[src/rtl/sprRowPkg.sv]
package sprRowPkg;
  // Strobes from the control FSM to the row datapath, all valid for one clock.
  typedef struct packed {
    logic load;    // copy the row base into the working offset (display start)
    logic step;    // a line of fetches finished: move the working offset
    logic commit;  // the row base follows the working offset this line
    logic wipe;    // clear the row base (one cycle after display end)
  } rowCtlT;
endpackage

[src/rtl/sprRowDatapath.sv]
module sprRowDatapath
  import sprRowPkg::*;
#(
  parameter int CNT_W     = 6,
  parameter int STEP      = 3,
  parameter int INIT_BASE = 63
) (
  input  logic             clk,
  input  rowCtlT           ctl,
  output logic [CNT_W-1:0] mcOut,
  output logic             endHit
);
  localparam logic [CNT_W-1:0] STEP_V = CNT_W'(STEP);
  localparam logic [CNT_W-1:0] END_V  = {CNT_W{1'b1}};
  localparam logic [CNT_W-1:0] INIT_V = CNT_W'(INIT_BASE);

  // No reset: both counters only get their power-on value.
  logic [CNT_W-1:0] rowBase = INIT_V;
  logic [CNT_W-1:0] workOfs = INIT_V;
  logic [CNT_W-1:0] fetched;
  logic [CNT_W-1:0] nextBase;

  assign fetched  = workOfs + STEP_V;
  assign nextBase = ctl.commit ? fetched : rowBase;
  assign endHit   = (nextBase == END_V);
  assign mcOut    = workOfs;

  always_ff @(posedge clk) begin
    if (ctl.wipe)
      rowBase <= '0;
    else if (ctl.commit)
      rowBase <= fetched;
  end

  always_ff @(posedge clk) begin
    if (ctl.load)
      workOfs <= rowBase;
    else if (ctl.step)
      workOfs <= nextBase;
  end
endmodule

[src/rtl/sprRowControl.sv]
module sprRowControl
  import sprRowPkg::*;
#(
  parameter int RASTER_W = 9,
  parameter int Y_W      = 8
) (
  input  logic                clk,
  input  logic                sysReset,
  input  logic                lineEnd,
  input  logic                spriteEn,
  input  logic                vExpand,
  input  logic [Y_W-1:0]      spriteY,
  input  logic [RASTER_W-1:0] rasterLine,
  input  logic                endHit,
  output rowCtlT              ctl,
  output logic                dmaOn,
  output logic                dispOn
);
  localparam logic [RASTER_W-1:0] Y_MASK = RASTER_W'((1 << Y_W) - 1);

  logic dmaQ      = 1'b0;
  logic dispQ     = 1'b0;
  logic advanceFf = 1'b1;  // set: the row base follows on the next line end
  logic wipePend  = 1'b0;

  logic yMatch, startReq, stepReq, finish;

  assign yMatch   = (rasterLine & Y_MASK) == RASTER_W'(spriteY);
  assign startReq = lineEnd && !dmaQ && spriteEn && yMatch && !sysReset;
  assign stepReq  = lineEnd && dmaQ;
  assign finish   = stepReq && endHit;

  always_comb begin
    ctl.load   = startReq;
    ctl.step   = stepReq;
    ctl.commit = stepReq && advanceFf;
    ctl.wipe   = wipePend;
  end

  always_ff @(posedge clk) begin
    wipePend <= finish;
    if (startReq) begin
      dmaQ      <= 1'b1;
      advanceFf <= 1'b1;
    end else if (stepReq) begin
      advanceFf <= ~vExpand;
      if (finish) begin
        dmaQ  <= 1'b0;
        dispQ <= 1'b0;
      end else begin
        dispQ <= 1'b1;
      end
    end
  end

  assign dmaOn  = dmaQ;
  assign dispOn = dispQ;
endmodule

[src/rtl/sprRowCounter.sv]
module sprRowCounter
  import sprRowPkg::*;
#(
  parameter int CNT_W     = 6,
  parameter int STEP      = 3,
  parameter int INIT_BASE = 63,
  parameter int RASTER_W  = 9,
  parameter int Y_W       = 8
) (
  input  logic                clk,
  input  logic                sysReset,
  input  logic                lineEnd,
  input  logic                spriteEn,
  input  logic                vExpand,
  input  logic [Y_W-1:0]      spriteY,
  input  logic [RASTER_W-1:0] rasterLine,
  output logic [CNT_W-1:0]    mcOut,
  output logic                dmaOn,
  output logic                dispOn
);
  rowCtlT ctl;
  logic   endHit;

  sprRowControl #(.RASTER_W(RASTER_W), .Y_W(Y_W)) u_ctrl (
    .clk(clk), .sysReset(sysReset), .lineEnd(lineEnd), .spriteEn(spriteEn),
    .vExpand(vExpand), .spriteY(spriteY), .rasterLine(rasterLine),
    .endHit(endHit), .ctl(ctl), .dmaOn(dmaOn), .dispOn(dispOn)
  );

  sprRowDatapath #(.CNT_W(CNT_W), .STEP(STEP), .INIT_BASE(INIT_BASE)) u_data (
    .clk(clk), .ctl(ctl), .mcOut(mcOut), .endHit(endHit)
  );
endmodule

[config.mk]
export PLATFORM = sky130hd
export DESIGN_NAME = sprRowCounter
export DESIGN_NICKNAME = d
export VERILOG_FILES = /design/src/rtl/sprRowPkg.sv /design/src/rtl/sprRowDatapath.sv /design/src/rtl/sprRowControl.sv /design/src/rtl/sprRowCounter.sv
export SDC_FILE = /design/constraint.sdc
export NUM_CORES = 1
export LEC_CHECK = 0
export ABC_AREA = 1
export BUFFER_PORTS_ARGS = -buffer_cell sky130_fd_sc_hd__buf_4
export CORE_UTILIZATION = 50
export DETAILED_ROUTE_END_ITERATION = 6
export PLACE_DENSITY = 0.85
export SLEW_MARGIN = 20
export SYNTH_ARGS = -nofsm -noshare
export SYNTH_HDL_FRONTEND = slang
export SYNTH_HIERARCHICAL = 1
export SYNTH_SLANG_ARGS = --single-unit
[constraint.sdc]
create_clock -name clk -period 1.9 [get_ports clk]
set_clock_uncertainty 0.15 [all_clocks]
set_input_delay 0.38 -clock clk [delete_from_list [all_inputs] [get_ports clk]]
set_output_delay 0.38 -clock clk [all_outputs]
set_load 0.01 [all_outputs]
==> Word level (Yosys, flattened, before mapping) <==
Cells that the tools add are included.
{ "totals": {"elab_cells": 27, "ramBits": 0, "n_memories": 0, "ff_bits": 16, "mem_bits_ro": 0, "latch_bits": 0, "out_inout_bits": 8, "inputBits": 22} }
{ "classes": {"n_reduce_logical": 12, "magnitude_cmp": 0, "n_shift": 0, "add_sub_neg": 1, "n_eq_ne": 2, "mul": 0, "mux": 4, "n_bitwise": 2, "div": 0} }
{ "op_table": {"columns": ["op", "n"], "rows": [
  ["$mux 6", 3],
  ["$eq 8x8->1", 1],
  ["$logic_and 1x1->1", 7],
  ["$add 6x2->6 const B", 1],
  ["$eq 6x6->1 const B", 1],
  ["$reduce_and 2->1", 2],
  ["$logic_not 1->1", 2],
  ["$not 1->1", 2],
  ["$reduce_bool 2->1", 1],
  ["$mux 1", 1]
]} }

==> Depth between registers and ports, before layout <==
{ "depth": {"depth_word": 7, "mapped_depth": 14, "depth_no_buf": 14} }

==> Hierarchy <==
The synthesis kept the hierarchy.
{ "by_module_without_submodules": {"columns": ["module", "instances", "cells_each", "area_per_inst_um2", "seq_area_each_um2"], "rows": [
  ["sprRowDatapath", 1, 80, 629.4, 300.3],
  ["sprRowControl", 1, 71, 400.4, 90.1]
]} }

==> Worst setup path after synthesis <==
No wires, ideal clock.
{ "synth_path": {"path_kind": "flip-flop to flip-flop", "from": "register u_data.workOfs[0], in the netlist u_data/mcOut[0]", "to": "register u_ctrl.dispQ, in the netlist u_ctrl/dispOn (data pin)", "path_stages_with_launch": 11, "setup_time_ps": 255, "path_slack_ps": 113, "required_time_ps": 1495, "arrival_ps": 1381, "path_buffers": 0, "period_less_slack_ps": 1787, "path_cell_list": "edfxtp_1 inv_1 ha_1 nand2_1 o21ai_1 nor2_1 nand4_1 nor2_2 inv_1 nor2_2 inv_1"} }
{ "synth_via": {"elab_chain_len": 5} }
{ "synth_lines": {"columns": ["element", "line_no", "rtl"], "rows": [
  ["start, declared", "sprRowDatapath.sv:19", "logic [CNT_W-1:0] workOfs = INIT_V;"],
  ["start signal, assigned", "sprRowDatapath.sv:37", "workOfs <= rowBase;"],
  ["start signal, assigned", "sprRowDatapath.sv:39", "workOfs <= nextBase;"],
  ["$add 6x2->6", "sprRowDatapath.sv:23", "assign fetched = workOfs + STEP_V;"],
  ["$mux 6", "sprRowDatapath.sv:24", "assign nextBase = ctl.commit ? fetched : rowBase;"],
  ["$eq 6x6->1", "sprRowDatapath.sv:25", "assign endHit = (nextBase == END_V);"],
  ["named net endHit", "sprRowCounter.sv:22", "logic endHit;"],
  ["$logic_and 1x1->1", "sprRowControl.sv:31", "assign finish = stepReq && endHit;"],
  ["named net u_ctrl.finish", "sprRowControl.sv:26", "logic yMatch, startReq, stepReq, finish;"],
  ["$mux 1", "sprRowControl.sv:47", "if (finish) begin"],
  ["end signal, assigned", "sprRowControl.sv:49", "dispQ <= 1'b0;"],
  ["end signal, assigned", "sprRowControl.sv:51", "dispQ <= 1'b1;"],
  ["end, declared", "sprRowControl.sv:22", "logic dispQ = 1'b0;"]
]} }
The timed path passes the listed nets, and every way through them passes these cells.
A chain may end at the register's enable or synchronous reset.

==> Final worst setup path <==
Ends and elaborated chain as after synthesis.

==> flow_summary_export.csv <==
group,metric,value,unit
outcome,status,"finished, final reports clean",
grt,grt_pass1_vias,904,
finish,final_common_cell,"nand2_1",
floorplan,core,1942,um^2
yosys,synth_top_family_by_area,"simple AND/OR/NAND/NOR gates",
clock_tree,clockRootBuffer,"clkbuf_4",
yosys,synthMuxAreaShare,0,
grt,grt_pass1_wl,3312,um
power_and_ir_drop,ir_worst_vdd,0.0004822,V
clock_tree,htree_levels,1,
power_and_ir_drop,p_per_area,573.7,nW/um^2
worst_setup_path,reg2reg_depth,10,
yosys,synth_compound_area_frac,0.08019,
placed_design,place.gp.congestion,0.7320,
sta,tightest_slew,262.0,ps
worst_setup_path,worstPathMaxFanout,2,
finish,antenna_cells,0,
power_and_ir_drop,p_int,594.5,uW
power_and_ir_drop,power_leakage,0.6859,nW
sta,setup_violations,0,
floorplan,num_io_pins,30,
yosys,synth-xor-area-share,0.04253,
yosys,synth_top_cell_by_area,"edfxtp_1",
sta,period_needed,1830,ps
placed_design,place_area,1311,um^2
yosys,seq_area_frac_synth,0.3791,
sta,max_slew_margin,0.8254,
sta,fin_crit_sh,0.9629,
drt,vias,1034,
drt,drc,0,
drt,wl_per_cell,9.926,um
floorplan,start_util,0.5303,
sta,timing.fmax,0.5466,GHz
yosys,synth.top_cell.area_share,0.2041,
grt,grt_max_degree,12,
power_and_ir_drop,switching_power,198.0,uW
yosys,syn-num-nets,174,
clock_tree,clock_path_buffers,2,
clock_tree,cts_buffers,3,
floorplan,die-area,2245,um^2
clock_tree,clk_latency,280,ps
finish,utilization,0.7113,
yosys,synth_fa_ha_area_frac,0.01215,
worst_setup_path,worstPathArrival,1720,ps
yosys,yosys.area_share.simple,0.3439,
yosys,postSynthAreaPerCell,6.819,um^2
sta,final_max_slew_viol_count,0,
power_and_ir_drop,swShare,0.2499,
worst_setup_path,crit_type,"reg -> reg",
drt,routed_via_density,4.765,
finish,syn_to_final_growth,34.14,%
yosys,synth_warnings,6,
yosys,ys_ff_latch,16,
yosys,synthCells,151,
yosys,yosysUniqueCellTypes,19,
drt,drt_iter0_markers,22,
power_and_ir_drop,clockPowerShare,0.272,
drt,drt_wl_total,2154,um
floorplan,dieHeight,47.38,um
worst_setup_path,start_kind,"flip-flop",
min_path,hold_depth,4,
power_and_ir_drop,p_seq_frac,0.513,
drt,drt_pass1_iterations,4,
finish,drive_gt1_frac,0.3263,
floorplan,die_w,47.38,um
placed_design,portBuffers,28,
clock_tree,cts_tree,"done",
sta,hold_viol,0,
grt,antenna_found_initial,0,
finish,final_cell_mix,"nand2_1 (41), buf_4 (40), inv_1 (28), nor2_1 (13), o21ai_0 (12)",
drt,final_antenna_net_count,0,
grt,grt_overflow_total,0,
finish,final_area,1381,um^2
worst_setup_path,crit_required,1790,ps
grt,grt.total_usage,0.2073,
yosys,synthTopCellsByArea,"edfxtp_1 (20%), dfxtp_1 (17%), nand2_1 (16%)",
floorplan,placementRows,16,
power_and_ir_drop,pwr-share-comb,0.215,
job,max-cap-violations,0,
sta,finalSetupTns,0,ps
worst_setup_path,critPathCaptureType,"flip-flop",
finish,nets,214,
yosys,netlist_area,1030,um^2
finish,fillCellCount,164,
clock_tree,cts.sinks,16,
min_path,hold_class,"in -> reg",
placed_design,dpl.hpwl,1761,um
clock_tree,path_clk_slew,90,ps
==> metal layers <==
layer  part of all wire  wire [um]  vias to the layer above  global-route usage
met2               0.56       1197                       35              0.3918
met4             0.0032          7                        0             0.08000
li1                   -          -                      542                   -
met3              0.052        111                        2             0.04231
met1               0.39        838                      455              0.2217
met5                  0          0                        -                   0
==> kinds of logic after synthesis <==
logic type | Yosys count
and+or+nand+nor | 80
buffers and inverters | 34
DFF | 16
AOI/OAI and AO/OA | 15
xor gates and xnor gates | 5
adders and majority gates | 1
==> sequential cells by signal, summed over array words and instances (netlist names) <==
signal            count
u_ctrl/dmaOn          1
u_data/mcOut          6
u_ctrl/advanceFf      1
u_data/rowBase        6
u_ctrl/dispOn         1
u_ctrl/wipePend       1
==> metrics by stage <==
stage	hold slack [ps]	instances	setup slack (ps)	total power, mW
after global placement	322.2	211	-178.2	0.5622
after global routing	214.4	217	-29.75	0.8371
after detailed placement	334.1	211	-223.9	0.5724
after floorplan	305.0	151	113.4	0.4959
after CTS	208.3	215	48.34	0.7892
final	217.4	217	70.46	0.7925
==> area by class of cell <==
class | instances | area [um^2] | share of cell area
multi-input combinational | 101 | 511.7 | 0.3705
clock buffer | 4 | 36.28 | 0.02627
timing repair buffer | 40 | 300.3 | 0.2174
tap | 27 | 33.78 | 0.02446
sequential | 16 | 390.4 | 0.2826
inverter | 29 | 108.9 | 0.07880
==> Yosys cell counts <==
cell / instances
o21ai_1: 1
o21ai_0: 12
xnor2_1: 5
inv_1: 29
nand4_1: 4
nor2_1: 14
clkbuf_1: 1
ha_1: 1
nand3_2: 2
edfxtp_1: 7
nand3_1: 9
nand2_1: 43
or2_2: 3
dfxtp_1: 9
nor2_2: 4
buf_6: 1
buf_4: 3
o21ai_2: 2
nand2_2: 1
==> power groups by stage <==
stage	clock network (mW)	registers, mW	logic (mW)
detailed placement	0	0.412	0.161
global route	0.238	0.408	0.191
floorplan	0	0.410	0.0863
CTS	0.222	0.404	0.163
global placement	0	0.409	0.153
finish	0.216	0.406	0.170
==> timing repair <==
item | in CTS | in global routing
pin swaps | 0 | 4
setup buffers | 0 | 2
hold buffers | 0 | 0
endpoints found under the setup margin | 2 | 2
resized for setup | 1 | 6
==> critical path, cell delays in order (launching register included) <==
cell	delay, ps
edfxtp_1	400
inv_1	100
ha_2	270
nand2_1	90
o21ai_2	60
nor2_1	100
nand4_1	110
nor2_2	100
inv_1	50
nor2_2	90
inv_1	60
==> path summary, 6_finish.rpt <==
path                                   from                            end  slack, ps
setup / recovery  u_data/mcOut[0]$_DFFE_PP_        u_ctrl/dispOn$_DFFE_PP_         70
hold / removal                      vExpand  u_ctrl/advanceFf$_SDFFE_PP1N_        220
setup reg to reg  u_data/mcOut[0]$_DFFE_PP_        u_ctrl/dispOn$_DFFE_PP_         70
hold reg to reg     u_ctrl/wipePend$_DFF_P_   u_data/rowBase[2]$_SDFF_PP0_        350
(Power assumes the default switching activity.)
